[src/rtl/aont_pkg.sv]
// Package: shared offsets, bit positions and the source configuration type
// for the always-on compare timer. Assumes byte offsets fit in 8 bits.
package aont_pkg;
    localparam int OFS_CTRL = 'h00;
    localparam int OFS_AUX  = 'h04;
    localparam int OFS_CMD  = 'h6C;
    localparam int OFS_END  = 'h70;
    localparam int OFS_DIV  = 'h74;
    localparam int OFS_CNT  = 'h78;
    localparam int OFS_STAT = 'h7C;

    localparam int CTRL_OSC_BIT  = 0;
    localparam int CTRL_FDIV_LO  = 20;
    localparam int FDIV_W        = 4;
    localparam int CTRL_FEN_BIT  = 24;
    localparam int CTRL_PSEL_BIT = 25;

    localparam int CMD_RUN_BIT = 0;
    localparam int CMD_CLR_BIT = 1;

    typedef struct packed {
        logic              pclk_sel;
        logic              fdiv_en;
        logic [FDIV_W-1:0] fdiv_val;
        logic              osc_sel;
    } src_cfg_t;
endpackage

[src/rtl/aont_regs.sv]
// Module: register file and bus decode. Writes land at the next edge; reads
// are registered and appear one cycle after the strobe. Command clear is a
// combinational pulse during the write cycle. Assumes DW >= 26.
module aont_regs
    import aont_pkg::*;
#(
    parameter int DW = 32,
    parameter int AW = 8
) (
    input  logic          clk,
    input  logic          rst_n,
    input  logic          bus_wr,
    input  logic          bus_rd,
    input  logic [AW-1:0] bus_addr,
    input  logic [DW-1:0] bus_wdata,
    input  logic [DW-1:0] cnt,
    input  logic          flag,
    output logic [DW-1:0] bus_rdata,
    output src_cfg_t      cfg,
    output logic          run,
    output logic          clr_cmd,
    output logic          restart,
    output logic [DW-1:0] end_val,
    output logic [DW-1:0] div_val
);
    logic hit_ctrl, hit_aux, hit_cmd, hit_end, hit_div, hit_cnt, hit_stat;
    logic [DW-1:0] rd_mux;
    logic [DW-1:0] ctrl_view;

    // Address decode for every register.
    always_comb begin
        hit_ctrl = (bus_addr == AW'(OFS_CTRL));
        hit_aux  = (bus_addr == AW'(OFS_AUX));
        hit_cmd  = (bus_addr == AW'(OFS_CMD));
        hit_end  = (bus_addr == AW'(OFS_END));
        hit_div  = (bus_addr == AW'(OFS_DIV));
        hit_cnt  = (bus_addr == AW'(OFS_CNT));
        hit_stat = (bus_addr == AW'(OFS_STAT));
    end

    // Strobes: clear command and divider restart for the datapath.
    always_comb begin
        clr_cmd = bus_wr && hit_cmd && bus_wdata[CMD_CLR_BIT];
        restart = bus_wr && (hit_ctrl || hit_div || (hit_cmd && bus_wdata[CMD_CLR_BIT]));
    end

    // Writable register storage.
    always_ff @(posedge clk) begin
        if (!rst_n) begin
            cfg     <= '0;
            run     <= 1'b0;
            end_val <= '0;
            div_val <= '0;
        end else if (bus_wr) begin
            if (hit_ctrl) begin
                cfg.pclk_sel <= bus_wdata[CTRL_PSEL_BIT];
                cfg.fdiv_en  <= bus_wdata[CTRL_FEN_BIT];
                cfg.fdiv_val <= bus_wdata[CTRL_FDIV_LO +: FDIV_W];
                cfg.osc_sel  <= bus_wdata[CTRL_OSC_BIT];
            end
            if (hit_cmd) run     <= bus_wdata[CMD_RUN_BIT];
            if (hit_end) end_val <= bus_wdata;
            if (hit_div) div_val <= bus_wdata;
        end
    end

    // Rebuild the control word from its fields.
    always_comb begin
        ctrl_view = '0;
        ctrl_view[CTRL_PSEL_BIT]             = cfg.pclk_sel;
        ctrl_view[CTRL_FEN_BIT]              = cfg.fdiv_en;
        ctrl_view[CTRL_FDIV_LO +: FDIV_W]    = cfg.fdiv_val;
        ctrl_view[CTRL_OSC_BIT]              = cfg.osc_sel;
    end

    // Read multiplexer.
    always_comb begin
        rd_mux = '0;
        if (hit_ctrl)              rd_mux = ctrl_view;
        if (hit_aux || hit_stat)   rd_mux = {{(DW-1){1'b0}}, flag};
        if (hit_cmd)               rd_mux[CMD_RUN_BIT] = run;
        if (hit_end)               rd_mux = end_val;
        if (hit_div)               rd_mux = div_val;
        if (hit_cnt)               rd_mux = cnt;
    end

    // Registered read data, held between reads.
    always_ff @(posedge clk) begin
        if (!rst_n)      bus_rdata <= '0;
        else if (bus_rd) bus_rdata <= rd_mux;
    end
endmodule

[src/rtl/aont_prescale.sv]
// Module: source selection and first divider. Produces a one-cycle tick
// enable; no clock is gated or muxed. Assumes oscillator ticks are already
// single-cycle pulses in this clock domain.
module aont_prescale
    import aont_pkg::*;
(
    input  logic     clk,
    input  logic     rst_n,
    input  logic     osc0_tick,
    input  logic     osc1_tick,
    input  src_cfg_t cfg,
    input  logic     restart,
    output logic     sclk_tick
);
    logic              src_tick;
    logic [FDIV_W-1:0] fcnt;
    logic              fwrap;

    // Pick the active source tick.
    always_comb begin
        if (cfg.pclk_sel)     src_tick = 1'b1;
        else if (cfg.osc_sel) src_tick = osc1_tick;
        else                  src_tick = osc0_tick;
    end

    // Divider wraps when the count reaches the programmed field.
    always_comb begin
        fwrap     = (fcnt >= cfg.fdiv_val);
        sclk_tick = src_tick && (!cfg.fdiv_en || fwrap);
    end

    // First divider counter.
    always_ff @(posedge clk) begin
        if (!rst_n || restart)              fcnt <= '0;
        else if (cfg.fdiv_en && src_tick)   fcnt <= fwrap ? '0 : fcnt + 1'b1;
    end
endmodule

[src/rtl/aont_rate_div.sv]
// Module: second divider setting the count rate. A value of zero behaves as
// one. Advances only while enabled so that a restart gives a known phase.
module aont_rate_div #(
    parameter int DW = 32
) (
    input  logic          clk,
    input  logic          rst_n,
    input  logic          sclk_tick,
    input  logic          enable,
    input  logic          restart,
    input  logic [DW-1:0] div_val,
    output logic          rate_tick
);
    logic [DW-1:0] rcnt;
    logic [DW-1:0] last;
    logic          wrap;

    // Terminal count, with zero folded onto divide-by-one.
    always_comb begin
        last      = (div_val == '0) ? '0 : div_val - 1'b1;
        wrap      = (rcnt >= last);
        rate_tick = enable && sclk_tick && wrap;
    end

    // Rate divider counter.
    always_ff @(posedge clk) begin
        if (!rst_n || restart)        rcnt <= '0;
        else if (enable && sclk_tick) rcnt <= wrap ? '0 : rcnt + 1'b1;
    end
endmodule

[src/rtl/aont_counter.sv]
// Module: main up-counter with end compare and sticky match flag. Clear has
// priority over an increment in the same cycle. The counter freezes after a
// match until cleared.
module aont_counter #(
    parameter int DW = 32
) (
    input  logic          clk,
    input  logic          rst_n,
    input  logic          clr,
    input  logic          run,
    input  logic          rate_tick,
    input  logic [DW-1:0] end_val,
    output logic [DW-1:0] cnt,
    output logic          flag
);
    logic [DW-1:0] nxt;
    logic          step;

    // Next value and step condition.
    always_comb begin
        nxt  = cnt + 1'b1;
        step = run && rate_tick && !flag;
    end

    // Count and flag state.
    always_ff @(posedge clk) begin
        if (!rst_n || clr) begin
            cnt  <= '0;
            flag <= 1'b0;
        end else if (step) begin
            cnt <= nxt;
            if (nxt == end_val) flag <= 1'b1;
        end
    end
endmodule

[src/rtl/aont_match_timer.sv]
// Module: top of the always-on compare timer. Connects register file,
// prescaler, rate divider and counter. Assumes one clock domain; all
// sources arrive as tick enables.
module aont_match_timer #(
    parameter int DW = 32,
    parameter int AW = 8
) (
    input  logic          clk,
    input  logic          rst_n,
    input  logic          osc0_tick,
    input  logic          osc1_tick,
    input  logic          bus_wr,
    input  logic          bus_rd,
    input  logic [AW-1:0] bus_addr,
    input  logic [DW-1:0] bus_wdata,
    output logic [DW-1:0] bus_rdata,
    output logic          match_evt
);
    aont_pkg::src_cfg_t cfg;
    logic          run_q, clr_cmd, restart, sclk_tick, rate_tick, flag_q;
    logic [DW-1:0] end_q, div_q, cnt_q;

    aont_regs #(.DW(DW), .AW(AW)) u_regs (
        .clk(clk), .rst_n(rst_n), .bus_wr(bus_wr), .bus_rd(bus_rd),
        .bus_addr(bus_addr), .bus_wdata(bus_wdata), .cnt(cnt_q), .flag(flag_q),
        .bus_rdata(bus_rdata), .cfg(cfg), .run(run_q), .clr_cmd(clr_cmd),
        .restart(restart), .end_val(end_q), .div_val(div_q)
    );

    aont_prescale u_pre (
        .clk(clk), .rst_n(rst_n), .osc0_tick(osc0_tick), .osc1_tick(osc1_tick),
        .cfg(cfg), .restart(restart), .sclk_tick(sclk_tick)
    );

    aont_rate_div #(.DW(DW)) u_rate (
        .clk(clk), .rst_n(rst_n), .sclk_tick(sclk_tick), .enable(run_q && !flag_q),
        .restart(restart), .div_val(div_q), .rate_tick(rate_tick)
    );

    aont_counter #(.DW(DW)) u_cnt (
        .clk(clk), .rst_n(rst_n), .clr(clr_cmd), .run(run_q), .rate_tick(rate_tick),
        .end_val(end_q), .cnt(cnt_q), .flag(flag_q)
    );

    // Match event level toward the interrupt controller.
    assign match_evt = flag_q;
endmodule

[config.mk]
export PLATFORM = sky130hd
export DESIGN_NAME = aont_match_timer
export DESIGN_NICKNAME = d
export VERILOG_FILES = /design/src/rtl/aont_pkg.sv /design/src/rtl/aont_regs.sv /design/src/rtl/aont_prescale.sv /design/src/rtl/aont_rate_div.sv /design/src/rtl/aont_counter.sv /design/src/rtl/aont_match_timer.sv
export SDC_FILE = /design/constraint.sdc
export NUM_CORES = 1
export LEC_CHECK = 0
export ABC_CLOCK_PERIOD_IN_PS = 5350
export CELL_PAD_IN_SITES_DETAIL_PLACEMENT = 1
export CELL_PAD_IN_SITES_GLOBAL_PLACEMENT = 1
export CORE_MARGIN = 2
export CORE_UTILIZATION = 40
export CTS_CLUSTER_SIZE = 25
export DETAILED_ROUTE_END_ITERATION = 16
export PLACE_DENSITY_LB_ADDON = 0.05
export SYNTH_ARGS = -nofsm -noshare
export SYNTH_HDL_FRONTEND = slang
export SYNTH_HIERARCHICAL = 1
export SYNTH_SLANG_ARGS = --single-unit
[constraint.sdc]
create_clock -name clk -period 5.35 [get_ports clk]
set_clock_uncertainty 0.05 [all_clocks]
set_input_delay 0.535 -clock clk [delete_from_list [all_inputs] [get_ports clk]]
set_output_delay 0.535 -clock clk [all_outputs]
set_load 0.1 [all_outputs]
After elaboration in Yosys (flattened, before gate mapping):

Cells that the tools add are included.

* logic and storage cells: 63
* flip-flop bits (word level): 173
* output and inout bits: 33
* input port bits: 46

* equal/unequal tests: 7
* mux-type cells: 11
* reductions and logical operators: 27
* add/subtract/negate cells: 4
* order comparisons: 2

Operators with widths (number)
* two-way mux 32 bit: 5
* adder 32 x 1 -> 32 bit (second input constant): 2
* two-way mux 26 bit: 2
* equality test 8 x 7 -> 1 bit (second input constant): 5
* equality test 32 bit: 1
* >= comparator 32 bit: 1
* logical NOT 32 bit: 1
* subtractor 32 x 1 -> 32 bit (second input constant): 1
* logical AND 1 bit: 11
* AND reduction 2 bit: 5
* equality test 8 x 3 -> 1 bit (second input constant): 1
* logical NOT 8 bit: 1
* logical OR 1 bit: 6
* adder 4 x 1 -> 4 bit (second input constant): 1
* >= comparator 4 bit: 1
* two-way mux 4 bit: 1
* logical NOT 1 bit: 3
* two-way mux 1 bit: 3

Longest topological paths before layout:

* word-level depth: 8
* mapped depth: 21
* mapped depth without buffers: 20

By module:

The synthesis kept the hierarchy.

By module, submodules not included
* aont_regs: area an instance 4608.2 sq um, instances 1, cells an instance 559
* aont_rate_div: area an instance 2916.5 sq um, instances 1, cells an instance 369
* aont_counter: area an instance 2484.9 sq um, instances 1, cells an instance 328
* aont_prescale: area an instance 371.6 sq um, instances 1, cells an instance 43
* aont_match_timer: area an instance 13.8 sq um, instances 1, cells an instance 1

Least setup slack after synthesis:

OpenSTA, ideal clock, no wires.

* kind: register to register
* start: register u_regs.div_val[11]
* end: register u_cnt.cnt[22]
* required time: 5.172 ns
* arrival: 4.857 ns
* period minus slack after synthesis: 5.035 ns
* path slack: 0.315 ns
* cell stages (with the launch flop): 20
* setup time: 0.128 ns
* cell sequence: dfxtp_1 > or4_4 > nor4_4 > nand2_2 > or4_4 > buf_6 > buf_8 > nand2_1 > ha_1 > nand4_1 > or4_1 > a31oi_1 > o21a_1 > clkbuf_1 > nand3b_1 > nor3_1 > nand3_1 > or2_2 > xor2_1 > nor2_1

* cells in the longest elaborated chain, start to end: 6
* elaborated cells on any way between the ends: 7

Ends and longest elaborated chain
* start, declared: line aont_regs.sv:24 `output logic [DW-1:0] div_val`
* start signal, assigned: line aont_regs.sv:63 `if (hit_div) div_val <= bus_wdata;`
* subtractor 32 x 1 -> 32 bit or logical NOT 32 bit (tied branches): line aont_rate_div.sv:20 `last = (div_val == '0) ? '0 : div_val - 1'b1;`
* two-way mux 32 bit *: line aont_rate_div.sv:20
* >= comparator 32 bit *: line aont_rate_div.sv:21 `wrap = (rcnt >= last);`
* logical AND 1 bit *: line aont_rate_div.sv:22 `rate_tick = enable && sclk_tick && wrap;`
* net rate_tick: line aont_match_timer.sv:20 `logic run_q, clr_cmd, restart, sclk_tick, rate_tick, flag_q;`
* logical AND 1 bit * (2 in series): line aont_counter.sv:22 `step = run && rate_tick && !flag;`
* end signal, assigned: line aont_counter.sv:31 `cnt <= nxt;`
* end, declared: line aont_counter.sv:13 `output logic [DW-1:0] cnt,`

The timed path passes the listed nets; every way through them passes the cells marked *.
A chain may end at the register's enable or synchronous reset.

Worst setup path in the final report:

* start: register u_regs.div_val[12]
* end: register u_cnt.cnt[29]

The elaborated chain is that of the path after synthesis.

==> impl_metrics.tcl <==
set metrics [dict create \
    die_h_um 165 \
    fin_tns_setup_ns 0 \
    grt_remaining_overflow 0 \
    port_buffers 78 \
    io_pins 79 \
    rows 59 \
    final.fill_count 3141 \
    ys_seq_elements 173 \
    cp-end-kind "register" \
    worst_pin_slew_ns 1.08 \
    reg2reg_from "u_regs/div_val[12]" \
    slew_headroom_pct 27.8 \
    vias 9630 \
    start_kind "register" \
    dp_hpwl_mm 25.3 \
    reg2regPathDepth 15 \
    start_util_pct 40.3 \
    grt_pass1_wl_mm 53.3 \
    clk_path_buf_depth 2 \
    period_share_pct 94.2 \
    diodes 0 \
    netlist_instances 1300 \
    maxSlewViolCount 0 \
    multi_input_area_um2 6490 \
    holdBufCountCts 0 \
    critPathMaxStageDelay_ns 0.64 \
    p_per_area_nw_per_um2 234 \
    syn_area_um2 10400 \
    cts_buffers 17 \
    die_w_um 165 \
    synth_area_per_cell_um2 8.00 \
    synth-warning-count 6 \
    grt_max_degree 107 \
    worstPathArrival_ns 5.36 \
    drt-initial-drc-count 552 \
    peakVddDrop_uv 178 \
    core_area_um2 25800 \
    ys_types 78 \
    place_congestion 0.911 \
    hold_path_class "reg2reg" \
    ys.flop_type "dfxtp_1" \
    max_cap_violations 0 \
    drt-total-wl_mm 34.5 \
    fin_nets 1433 \
    drive_gt1_share_pct 7.58 \
    gr-usage-all-layers_pct 25.2 \
    dieArea_um2 27300 \
    crit_chain "or4_4, nor4_4, nand2_2, or4_4, nor2b_1, mux2i_1, ha_1, nand4_1, or4_1, a31oi_2, o21a_2, nand3b_1, or4_1, or3_1, a21oi_1" \
    required_ns 5.66 \
    clock_sinks 173 \
    ys_seq_area_share_pct 33.3 \
    root_buffer "clkbuf_16" \
    synth_nets 1387 \
    ant_nets 0 \
    hp-start "u_regs/end_val[28]" \
    drc 0 \
    setup_violations 0 \
    area_growth_pct 15.4 \
    worstHoldPathCells 2 \
    clkLatencyLatePin_ns 0.44 \
    layout_min_cycle_time_ns 5.04 \
    status "complete, no violations" \
    fin_total_pwr_w 0.00281 \
    crit_type "reg2reg" \
    synth_edf_count 0 \
    htree_levels 4 \
    clk_pin_slew_ns 0.08 \
    timing.fmax_mhz 198 \
    grt_pass1_vias 9429 \
    wl_per_cell_um 20.3 \
    crit_fanout 9 \
    hold_viol 0 \
    async_flop_share_pct 0 \
    p_leak_nw 4.09 \
    crit_path_top_delay_cell "or4_1" \
    tritoncts "built" \
    r2r_end "u_cnt/cnt[29]" \
    seq_area_um2 3460 \
    antenna_found_initial 0 \
    vias_per_cell 5.68 \
    dr.pass1.iters 5 \
    r2r_setup_slack_ns 0.31 \
    hold_path_end "u_regs/end_val[28]" \
]
==> per-stage QoR <==
| stage | setup WS, ns | hold WS, ns | utilization (%) | area [um2] | std cells |
|---|---|---|---|---|---|
| floorplan | 0.315 | 0.406 | - | 10400 | 1300 |
| global placement | 0.259 | 0.423 | 43.9 | 11300 | 1652 |
| detailed placement | 0.183 | 0.429 | 43.9 | 11300 | 1652 |
| CTS | 0.160 | 0.436 | 46.1 | 11900 | 1684 |
| global route | -0.0376 | 0.459 | 46.6 | 12000 | 1694 |
| finish | 0.309 | 0.438 | 46.6 | 12000 | 1694 |
==> synthesized netlist by cell type (all sizes together), types with 19 or more instances <==
cell type / n / share of area [%]
nor4: 19 / 1.7
buf: 36 / 2.5
nand4: 37 / 2.2
a41oi: 27 / 2.5
nor2: 61 / 2.2
o21ai: 50 / 2.4
a21boi: 65 / 4.7
xor2: 52 / 4.4
a21oi: 35 / 1.7
nor3: 54 / 2.6
clkbuf: 45 / 1.6
dfxtp: 173 / 33
nand2: 296 / 11
nand3: 35 / 1.7
xnor2: 67 / 5.6
ha: 41 / 4.9
==> where the power goes <==
group	leakage, nW	total [W]	internal, W	switching (W)
combinational	2.41	0.000268	0.0000953	0.000173
sequential	1.40	0.00130	0.00130	0.00000671
clock	0.280	0.00123	0.000621	0.000613
total	4.09	0.00281	0.00201	0.000793
==> cell families after synthesis <==
group | count (synthesis) | share of synthesized area, %
AND/OR/NAND/NOR | 612 | 29.0
AO/OA/AOI/OAI | 243 | 16.6
buffers and inverters | 99 | 4.79
multiplexers | 13 | 1.26
adder cells (fa/ha/maj) | 41 | 4.93
XOR/XNOR | 119 | 10.0
flip-flops | 173 | 33.3
==> layout by cell type, fill, tap and decap left out, drive strengths merged, types with 12 or more instances in the layout <==
| cell | n |
|---|---|
| clkbuf | 17 |
| nor3 | 54 |
| dfxtp | 173 |
| mux2i | 12 |
| or3 | 17 |
| a21oi | 35 |
| a21boi | 65 |
| nand3 | 35 |
| xor2 | 52 |
| nor2 | 61 |
| clkdlybuf4s50 | 76 |
| nand4 | 37 |
| inv | 27 |
| buf | 31 |
| nor4 | 19 |
| xnor2 | 67 |
| nor2b | 18 |
| a41oi | 27 |
| ha | 41 |
| nand2 | 296 |
| o21ai | 50 |
==> worst max-delay path by stage <==
stage | start | to | slack [ns] | cells past startpoint
floorplan | u_regs/div_val[11] | u_cnt/cnt[22] | 0.32 | 19
global placement | u_regs/div_val[11] | u_cnt/cnt[29] | 0.26 | 15
detailed placement | u_regs/div_val[11] | u_cnt/flag | 0.18 | 18
CTS | u_regs/div_val[11] | u_cnt/flag | 0.16 | 18
global route | u_regs/div_val[12] | u_cnt/flag | -0.04 | 18
finish | u_regs/div_val[12] | u_cnt/cnt[29] | 0.31 | 15
==> critical path: cells and delay by family (launching register included) <==
kind	cells	cell delay, ns
flip-flops	1	0.35
adder cells (fa/ha/maj)	1	0.17
AO/OA/AOI/OAI	3	0.55
multiplexers	1	0.15
AND/OR/NAND/NOR	10	3.71
==> layer usage <==
| layer | global-route usage (%) | vias up | part of all wire [%] |
|---|---|---|---|
| met3 | 3.32 | 32 | 3.7 |
| met4 | 6.21 | 0 | 1.8 |
| met5 | 0 | - | 0 |
| met1 | 35.8 | 4741 | 48 |
| li1 | - | 4668 | - |
| met2 | 40.5 | 189 | 46 |
==> repair_timing <==
item,in CTS,in global routing
buffers inserted,0,9
setup endpoints to repair,0,4
resized for setup,0,9
==> state kept, by name (all words and copies together), names as in the netlist <==
| name | count |
|---|---|
| u_rate/rcnt | 32 |
| u_regs/run | 1 |
| u_regs/div_val | 32 |
| u_regs/bus_rdata | 32 |
| u_pre/fcnt | 4 |
| u_cnt/cnt | 32 |
| u_regs/end_val | 32 |
| u_regs/cfg | 7 |
| u_cnt/flag | 1 |
==> layout make-up <==
class                           count  area share, %
Clock buffer                       17           3.55
Clock inverter                     15           1.20
Inverter                           18          0.563
Multi-Input combinational cell   1029           54.1
Sequential cell                   173           28.9
Tap cell                          335           3.49
Timing Repair Buffer              107           8.24
Note: power is estimated with default switching activity, not from simulation.
